===== config.mk =====
export PLATFORM = sky130hd
export DESIGN_NAME = intmac_unit
export DESIGN_NICKNAME = d
export VERILOG_FILES = /design/src/rtl/mdu_pkg.sv /design/src/rtl/mdu_opsize.sv /design/src/rtl/mdu_mult.sv /design/src/rtl/mdu_divider.sv /design/src/rtl/intmac_unit.sv
export SDC_FILE = /design/constraint.sdc
export NUM_CORES = 2
export LEC_CHECK = 0
export BUFFER_PORTS_ARGS = -buffer_cell sky130_fd_sc_hd__buf_2
export CORE_ASPECT_RATIO = 1.1
export CORE_UTILIZATION = 45
export CTS_CLUSTER_SIZE = 8
export DETAILED_ROUTE_END_ITERATION = 10
export HOLD_SLACK_MARGIN = 0.08
export PLACE_DENSITY = 0.71
export SYNTH_ARGS = -nofsm -noshare
export SYNTH_HDL_FRONTEND = slang
export SYNTH_HIERARCHICAL = 1
export SYNTH_SLANG_ARGS = --single-unit

===== constraint.sdc =====
create_clock -name clk -period 13.56 [get_ports clk]
set_clock_uncertainty 0.15 [all_clocks]
set_input_delay 1.356 -clock clk [delete_from_list [all_inputs] [get_ports clk]]
set_output_delay 1.356 -clock clk [all_outputs]
set_load 0.005 [all_outputs]

===== src/rtl/mdu_pkg.sv =====
package mdu_pkg;
  typedef enum logic [2:0] {
    OP_MUL_S  = 3'd0,
    OP_MUL_U  = 3'd1,
    OP_MAC_S  = 3'd2,
    OP_MAC_U  = 3'd3,
    OP_MULG_S = 3'd4,
    OP_MULG_U = 3'd5,
    OP_DIV_S  = 3'd6,
    OP_DIV_U  = 3'd7
  } mdu_op_e;

  function automatic logic op_is_div(input logic [2:0] op);
    return op[2:1] == 2'b11;
  endfunction

  function automatic logic op_is_gpr(input logic [2:0] op);
    return op[2:1] == 2'b10;
  endfunction

  function automatic logic op_is_acc(input logic [2:0] op);
    return op[2:1] == 2'b01;
  endfunction
endpackage


===== src/rtl/mdu_opsize.sv =====
module mdu_opsize #(
  parameter int W = 32
) (
  input  logic [W-1:0] a,
  input  logic [W-1:0] b,
  input  logic         uns,
  output logic         short_o
);
  localparam int H = W / 2;

  logic a_sgn_short, b_sgn_short, a_uns_short, b_uns_short;

  // signed: upper half plus the half's sign bit must be a pure sign extension
  assign a_sgn_short = (&a[W-1:H-1]) | ~(|a[W-1:H-1]);
  assign b_sgn_short = (&b[W-1:H-1]) | ~(|b[W-1:H-1]);
  // unsigned: upper half must be zero
  assign a_uns_short = ~(|a[W-1:H]);
  assign b_uns_short = ~(|b[W-1:H]);

  assign short_o = uns ? (a_uns_short & b_uns_short) : (a_sgn_short & b_sgn_short);
endmodule


===== src/rtl/mdu_mult.sv =====
module mdu_mult #(
  parameter int W = 32
) (
  input  logic [W-1:0]   a,
  input  logic [W-1:0]   b,
  input  logic           uns,
  output logic [2*W-1:0] prod
);
  logic signed [2*W-1:0] ea, eb;

  assign ea = {{W{~uns & a[W-1]}}, a};
  assign eb = {{W{~uns & b[W-1]}}, b};
  assign prod = ea * eb;
endmodule


===== src/rtl/mdu_divider.sv =====
module mdu_divider #(
  parameter int W       = 32,
  parameter int DIV_CYC = 36
) (
  input  logic         clk,
  input  logic         rst_n,
  input  logic         start,
  input  logic [W-1:0] a,
  input  logic [W-1:0] b,
  input  logic         uns,
  output logic         busy,
  output logic         done,
  output logic [W-1:0] quo,
  output logic [W-1:0] rem
);
  localparam int CW = $clog2(DIV_CYC + 1);
  localparam logic [CW-1:0] STEP_FLOOR = CW'(DIV_CYC - W);

  logic [CW-1:0] cnt_q;
  logic [W-1:0]  r_q, q_q, dvs_q;
  logic          qneg_q, rneg_q;

  logic [W-1:0]  mag_a, mag_b;
  logic [W:0]    trial, diff;
  logic          fits;

  assign mag_a = (!uns && a[W-1]) ? -a : a;
  assign mag_b = (!uns && b[W-1]) ? -b : b;

  assign trial = {r_q, q_q[W-1]};
  assign diff  = trial - {1'b0, dvs_q};
  assign fits  = ~diff[W];

  assign busy = cnt_q != '0;
  assign done = cnt_q == CW'(1);
  assign quo  = qneg_q ? -q_q : q_q;
  assign rem  = rneg_q ? -r_q : r_q;

  always_ff @(posedge clk) begin
    if (!rst_n) begin
      cnt_q  <= '0;
      r_q    <= '0;
      q_q    <= '0;
      dvs_q  <= '0;
      qneg_q <= 1'b0;
      rneg_q <= 1'b0;
    end else if (start) begin
      cnt_q  <= CW'(DIV_CYC);
      r_q    <= '0;
      q_q    <= mag_a;
      dvs_q  <= mag_b;
      qneg_q <= ~uns & (a[W-1] ^ b[W-1]);
      rneg_q <= ~uns & a[W-1];
    end else if (busy) begin
      cnt_q <= cnt_q - CW'(1);
      if (cnt_q > STEP_FLOOR) begin
        r_q <= fits ? diff[W-1:0] : trial[W-1:0];
        q_q <= {q_q[W-2:0], fits};
      end
    end
  end
endmodule


===== src/rtl/intmac_unit.sv =====
module intmac_unit #(
  parameter int W       = 32,
  parameter int TAG_W   = 5,
  parameter int LAT_S   = 3,
  parameter int LAT_L   = 4,
  parameter int REP_S   = 2,
  parameter int REP_L   = 3,
  parameter int GST_S   = 1,
  parameter int GST_L   = 2,
  parameter int DIV_CYC = 36,
  parameter int NSLOT   = 2
) (
  input  logic             clk,
  input  logic             rst_n,
  input  logic             iss_valid,
  output logic             iss_ready,
  input  logic [2:0]       iss_op,
  input  logic [W-1:0]     iss_a,
  input  logic [W-1:0]     iss_b,
  input  logic [TAG_W-1:0] iss_tag,
  output logic             res_valid,
  output logic [TAG_W-1:0] res_tag,
  output logic [W-1:0]     res_data,
  input  logic             hl_rd_valid,
  input  logic             hl_rd_sel,
  output logic             hl_rd_ready,
  output logic [W-1:0]     hl_rd_data,
  input  logic             hl_wr_valid,
  input  logic             hl_wr_sel,
  input  logic [W-1:0]     hl_wr_data,
  output logic             hl_wr_ready
);
  import mdu_pkg::*;

  localparam int CW = $clog2(DIV_CYC + 1);
  localparam int DW = 2 * W;
  localparam int SW = (NSLOT > 1) ? $clog2(NSLOT) : 1;

  // ---------------- issue decode ----------------
  logic          op_uns, op_div, op_gpr, op_acc, op_short, iss_fire;
  logic [DW-1:0] op_prod;
  logic [CW-1:0] lat_v, rep_v, gap_v, hold_q;

  assign op_uns = iss_op[0];
  assign op_div = op_is_div(iss_op);
  assign op_gpr = op_is_gpr(iss_op);
  assign op_acc = op_is_acc(iss_op);

  mdu_opsize #(.W(W)) u_size (
    .a(iss_a), .b(iss_b), .uns(op_uns), .short_o(op_short)
  );

  mdu_mult #(.W(W)) u_mult (
    .a(iss_a), .b(iss_b), .uns(op_uns), .prod(op_prod)
  );

  always_comb begin
    lat_v = op_short ? CW'(LAT_S) : CW'(LAT_L);
    rep_v = op_short ? CW'(REP_S) : CW'(REP_L);
    if (op_div)      gap_v = CW'(DIV_CYC);
    else if (op_gpr) gap_v = rep_v + (op_short ? CW'(GST_S) : CW'(GST_L));
    else             gap_v = rep_v;
  end

  // ---------------- in-flight multiply slots ----------------
  logic              s_vld  [NSLOT];
  logic [CW-1:0]     s_cnt  [NSLOT];
  logic [DW-1:0]     s_prod [NSLOT];
  logic              s_acc  [NSLOT];
  logic              s_gpr  [NSLOT];
  logic [TAG_W-1:0]  s_tag  [NSLOT];
  logic [NSLOT-1:0]  s_fin, s_free;

  logic [SW-1:0]     alloc_idx;
  logic              any_free;
  logic              done_any, done_gpr, done_acc;
  logic [DW-1:0]     done_prod;
  logic [TAG_W-1:0]  done_tag;
  logic              hl_pend_mul;

  always_comb begin
    alloc_idx   = '0;
    any_free    = 1'b0;
    done_any    = 1'b0;
    done_gpr    = 1'b0;
    done_acc    = 1'b0;
    done_prod   = '0;
    done_tag    = '0;
    hl_pend_mul = 1'b0;
    for (int i = 0; i < NSLOT; i++) begin
      s_fin[i]  = s_vld[i] && (s_cnt[i] == CW'(1));
      s_free[i] = !s_vld[i] || s_fin[i];
      if (s_vld[i] && !s_gpr[i]) hl_pend_mul = 1'b1;
      if (s_fin[i]) begin
        done_any  = 1'b1;
        done_gpr  = s_gpr[i];
        done_acc  = s_acc[i];
        done_prod = s_prod[i];
        done_tag  = s_tag[i];
      end
    end
    for (int i = NSLOT - 1; i >= 0; i--) begin
      if (s_free[i]) begin
        alloc_idx = SW'(i);
        any_free  = 1'b1;
      end
    end
  end

  genvar g;
  generate
    for (g = 0; g < NSLOT; g++) begin : g_slot
      always_ff @(posedge clk) begin
        if (!rst_n) begin
          s_vld[g]  <= 1'b0;
          s_cnt[g]  <= '0;
          s_prod[g] <= '0;
          s_acc[g]  <= 1'b0;
          s_gpr[g]  <= 1'b0;
          s_tag[g]  <= '0;
        end else if (iss_fire && !op_div && alloc_idx == SW'(g)) begin
          s_vld[g]  <= 1'b1;
          s_cnt[g]  <= lat_v;
          s_prod[g] <= op_prod;
          s_acc[g]  <= op_acc;
          s_gpr[g]  <= op_gpr;
          s_tag[g]  <= iss_tag;
        end else if (s_fin[g]) begin
          s_vld[g] <= 1'b0;
          s_cnt[g] <= '0;
        end else if (s_vld[g]) begin
          s_cnt[g] <= s_cnt[g] - CW'(1);
        end
      end
    end
  endgenerate

  // ---------------- divider ----------------
  logic          div_busy, div_done;
  logic [W-1:0]  div_quo, div_rem;

  mdu_divider #(.W(W), .DIV_CYC(DIV_CYC)) u_div (
    .clk(clk), .rst_n(rst_n),
    .start(iss_fire && op_div),
    .a(iss_a), .b(iss_b), .uns(op_uns),
    .busy(div_busy), .done(div_done),
    .quo(div_quo), .rem(div_rem)
  );

  // ---------------- issue interlock ----------------
  assign iss_ready = (hold_q == '0) && any_free;
  assign iss_fire  = iss_valid && iss_ready;

  always_ff @(posedge clk) begin
    if (!rst_n)              hold_q <= '0;
    else if (iss_fire)       hold_q <= gap_v - CW'(1);
    else if (hold_q != '0)   hold_q <= hold_q - CW'(1);
  end

  // ---------------- HI:LO state ----------------
  logic [DW-1:0] hilo_q;
  logic          hl_pend, hl_wr_fire;

  assign hl_pend     = hl_pend_mul || div_busy;
  assign hl_rd_ready = !hl_pend;
  assign hl_wr_ready = !hl_pend;
  assign hl_wr_fire  = hl_wr_valid && hl_wr_ready;
  assign hl_rd_data  = hl_rd_sel ? hilo_q[DW-1:W] : hilo_q[W-1:0];

  always_ff @(posedge clk) begin
    if (!rst_n) begin
      hilo_q <= '0;
    end else if (div_done) begin
      hilo_q <= {div_rem, div_quo};
    end else if (done_any && !done_gpr) begin
      hilo_q <= (done_acc ? hilo_q : '0) + done_prod;
    end else if (hl_wr_fire) begin
      if (hl_wr_sel) hilo_q[DW-1:W] <= hl_wr_data;
      else           hilo_q[W-1:0]  <= hl_wr_data;
    end
  end

  // ---------------- general-register result ----------------
  assign res_valid = done_any && done_gpr;
  assign res_data  = done_prod[W-1:0];
  assign res_tag   = done_tag;
endmodule


==> impl_metrics.env <==
export IMPL_fmax_ghz=0.09527
export IMPL_cts_reportedPaths_clkPinSlew_ns=0.05
export IMPL_postCtsHoldBufs=0
export IMPL_core_area_sq_mm=0.1363
export IMPL_synth_net_count=8569
export IMPL_grt_pass1_vias=52210
export IMPL_grt_max_degree=88
export IMPL_grt_pass1_wl_mm=303.0
export IMPL_drive_gt1_share_pct=6.098
export IMPL_critPathArrivalTime_ns=10.69
export IMPL_cap_violations=0
export IMPL_start_util_pct=45.37
export IMPL_violations="design-rule violations"
export IMPL_start_kind="input port"
export IMPL_wl_per_cell_um=22.48
export IMPL_via_count=50580
export IMPL_critical_path_required_ns=13.75
export IMPL_cts_root_buf="clkbuf_16"
export IMPL_clk_insertion_delay_late_ns=0.60
export IMPL_setup_viol=0
export IMPL_synth_area_per_cell_sq_um=8.817
export IMPL_synth_most_common_cell="inv_1"
export IMPL_fillers=12890
export IMPL_overflow=0
export IMPL_cts_buffers=47
export IMPL_cts_sinks=330
export IMPL_status="finished with violations"
export IMPL_htree_levels=2
export IMPL_postRouteAntennaNets=0
export IMPL_placementRows=142
export IMPL_crit_top_cell="fa_1"
export IMPL_cts_path_max_buffers=3
export IMPL_synth_distinct_cells=106
export IMPL_routed_via_density=5.782
export IMPL_routabilityCongestion=0.9460
export IMPL_dp_hpwl_mm=144.4
export IMPL_port_buffers=182
export IMPL_grt_antenna_before_repair=20
export IMPL_crit_type="in -> reg"
export IMPL_synth_top_area_share_pct=36.49
export IMPL_multi_input_comb_area_sq_mm=0.04773
export IMPL_nets=8465
export IMPL_slew_viol_final=0
export IMPL_hold_viol_final=0
export IMPL_synthArstFlopShare_pct=0
export IMPL_die_x_um=355.4
export IMPL_grt_setup_unrepaired="no"
export IMPL_cpPeakStageDelay_ns=1.16
export IMPL_die_area_sq_mm=0.1389
export IMPL_grt_usage_pct=28.28
export IMPL_final_setup_tns_ns=0
export IMPL_routed_wirelength_mm=196.7
export IMPL_synthTopCellsByArea="fa_1, edfxtp_1, inv_1"
export IMPL_synth_common_cells="inv_1, fa_1, nand2_1, and2_1, clkbuf_1"
export IMPL_synth_flop_cell="dfxtp_1"
export IMPL_syn_cell_area_sq_mm=0.06183
export IMPL_yosysWarnings=6
export IMPL_synth_seq_area_share_pct=13.16
export IMPL_yosysTopAreaCell="fa_1"
export IMPL_cp_end_kind="flop"
export IMPL_die_h_um=390.8
export IMPL_cts_tree="built"
export IMPL_synth_seq_cells=330
export IMPL_cp_max_fo=36
export IMPL_drt_initial_drc_count=4348
export IMPL_slew_limit_headroom_pct=11.36
export IMPL_post_cts_buffers=0
export IMPL_stdcell_count=8749
export IMPL_place_inst=8659
export IMPL_synth_edf_count=153
export IMPL_tightest_slew_ns=1.311
export IMPL_ctsResizeCount=0
export IMPL_min_path_type="reg -> reg"
export IMPL_cpMaxStageDelayCell="fa_1"
export IMPL_drt_pass1_iter_count=9
export IMPL_period_minus_slack_ns=10.50
export IMPL_syn2layout_area_growth_pct=5.782
export IMPL_ioPinCount=184
export IMPL_finalCritPeriodShare_pct=77.41
export IMPL_regArea_sq_mm=0.008138
export IMPL_drc=156
export IMPL_syn_inst=7012
final timing paths:
check / startpoint / endpoint / slack [ns] / depth (start not counted)
hold / removal: hold_q[0] / hold_q[0] / 0.29 / 1
setup / recovery: iss_b[0] / s_prod[1][58] / 3.06 / 26
setup reg to reg: s_cnt[1][4] / hilo_q[62] / 7.38 / 19
hold reg to reg: hold_q[0] / hold_q[0] / 0.29 / 1
worst max-delay path: cells and delay by family:
| family | cells | cell delay (ns) |
|---|---|---|
| compound gates | 7 | 1.95 |
| fa+ha+maj | 9 | 5.22 |
| buf+inv | 6 | 1.52 |
| simple gates | 4 | 0.54 |
routing by layer:
metal | routed length (um) | GRT usage, %
met5 | 114 | 0
met4 | 9818 | 12.77
met2 | 92450 | 46.76
met3 | 17930 | 5.657
met1 | 76360 | 35.63
through the flow:
| step | area, sq um | worst slack (ns) | hold WS (ns) | util (%) |
|---|---|---|---|---|
| after CTS | 65370 | 3.037 | 0.2949 | 47.97 |
| after global placement | 64040 | 2.580 | 0.2766 | 46.99 |
| after global routing | 65380 | 2.569 | 0.3172 | 47.98 |
| final | 65400 | 3.064 | 0.2944 | 47.99 |
| after detailed placement | 64040 | 2.439 | 0.2837 | 46.99 |
| after floorplan | 61830 | 4.168 | 0.2581 | - |
kinds of logic after synthesis:
kind of cell             count (synthesis)  synth area share, %
multiplexers                            71                1.222
AND/OR/NAND/NOR                       2240                17.57
XOR/XNOR                               283                4.009
adder cells (fa/ha/maj)               1446                42.95
buffers and inverters                 1594                9.750
AO/OA/AOI/OAI                         1048                11.34
flip-flops                             330                13.16
final cells by class:
type                            count  area share (%)
Antenna cell                       12         0.04592
Clock buffer                       76           1.995
Clock inverter                      2         0.04400
Inverter                         1185           6.801
Multi-Input combinational cell   5088           72.98
Sequential cell                   330           12.44
Tap cell                         1800           3.444
Timing Repair Buffer              256           2.242
sequential cells by signal, indices dropped and copies added (netlist names):
register	cells
u_div/r_q	32
hold_q	6
u_div/qneg_q	1
s_gpr	2
s_tag	10
u_div/cnt_q	6
s_cnt	12
hilo_q	64
s_vld	2
u_div/dvs_q	32
s_acc	2
u_div/q_q	32
u_div/rneg_q	1
s_prod	128
layout by cell type (no fill, tap or decap), types with 72 or more instances in the layout:
cell and instances:
inv_1 1182, fa_1 1127, nand2_1 982, and2_1 588
ha_1 319, a21oi_1 290, nor2_1 277, o21ai_0 199
xnor2_1 184, buf_2 182, dfxtp_1 177, edfxtp_1 153
xor2_1 98, a21o_1 80, buf_4 74, a22o_1 72
Power is not shown: default switching activity piles up to over one toggle a cycle in this logic, so the estimate is an artifact.
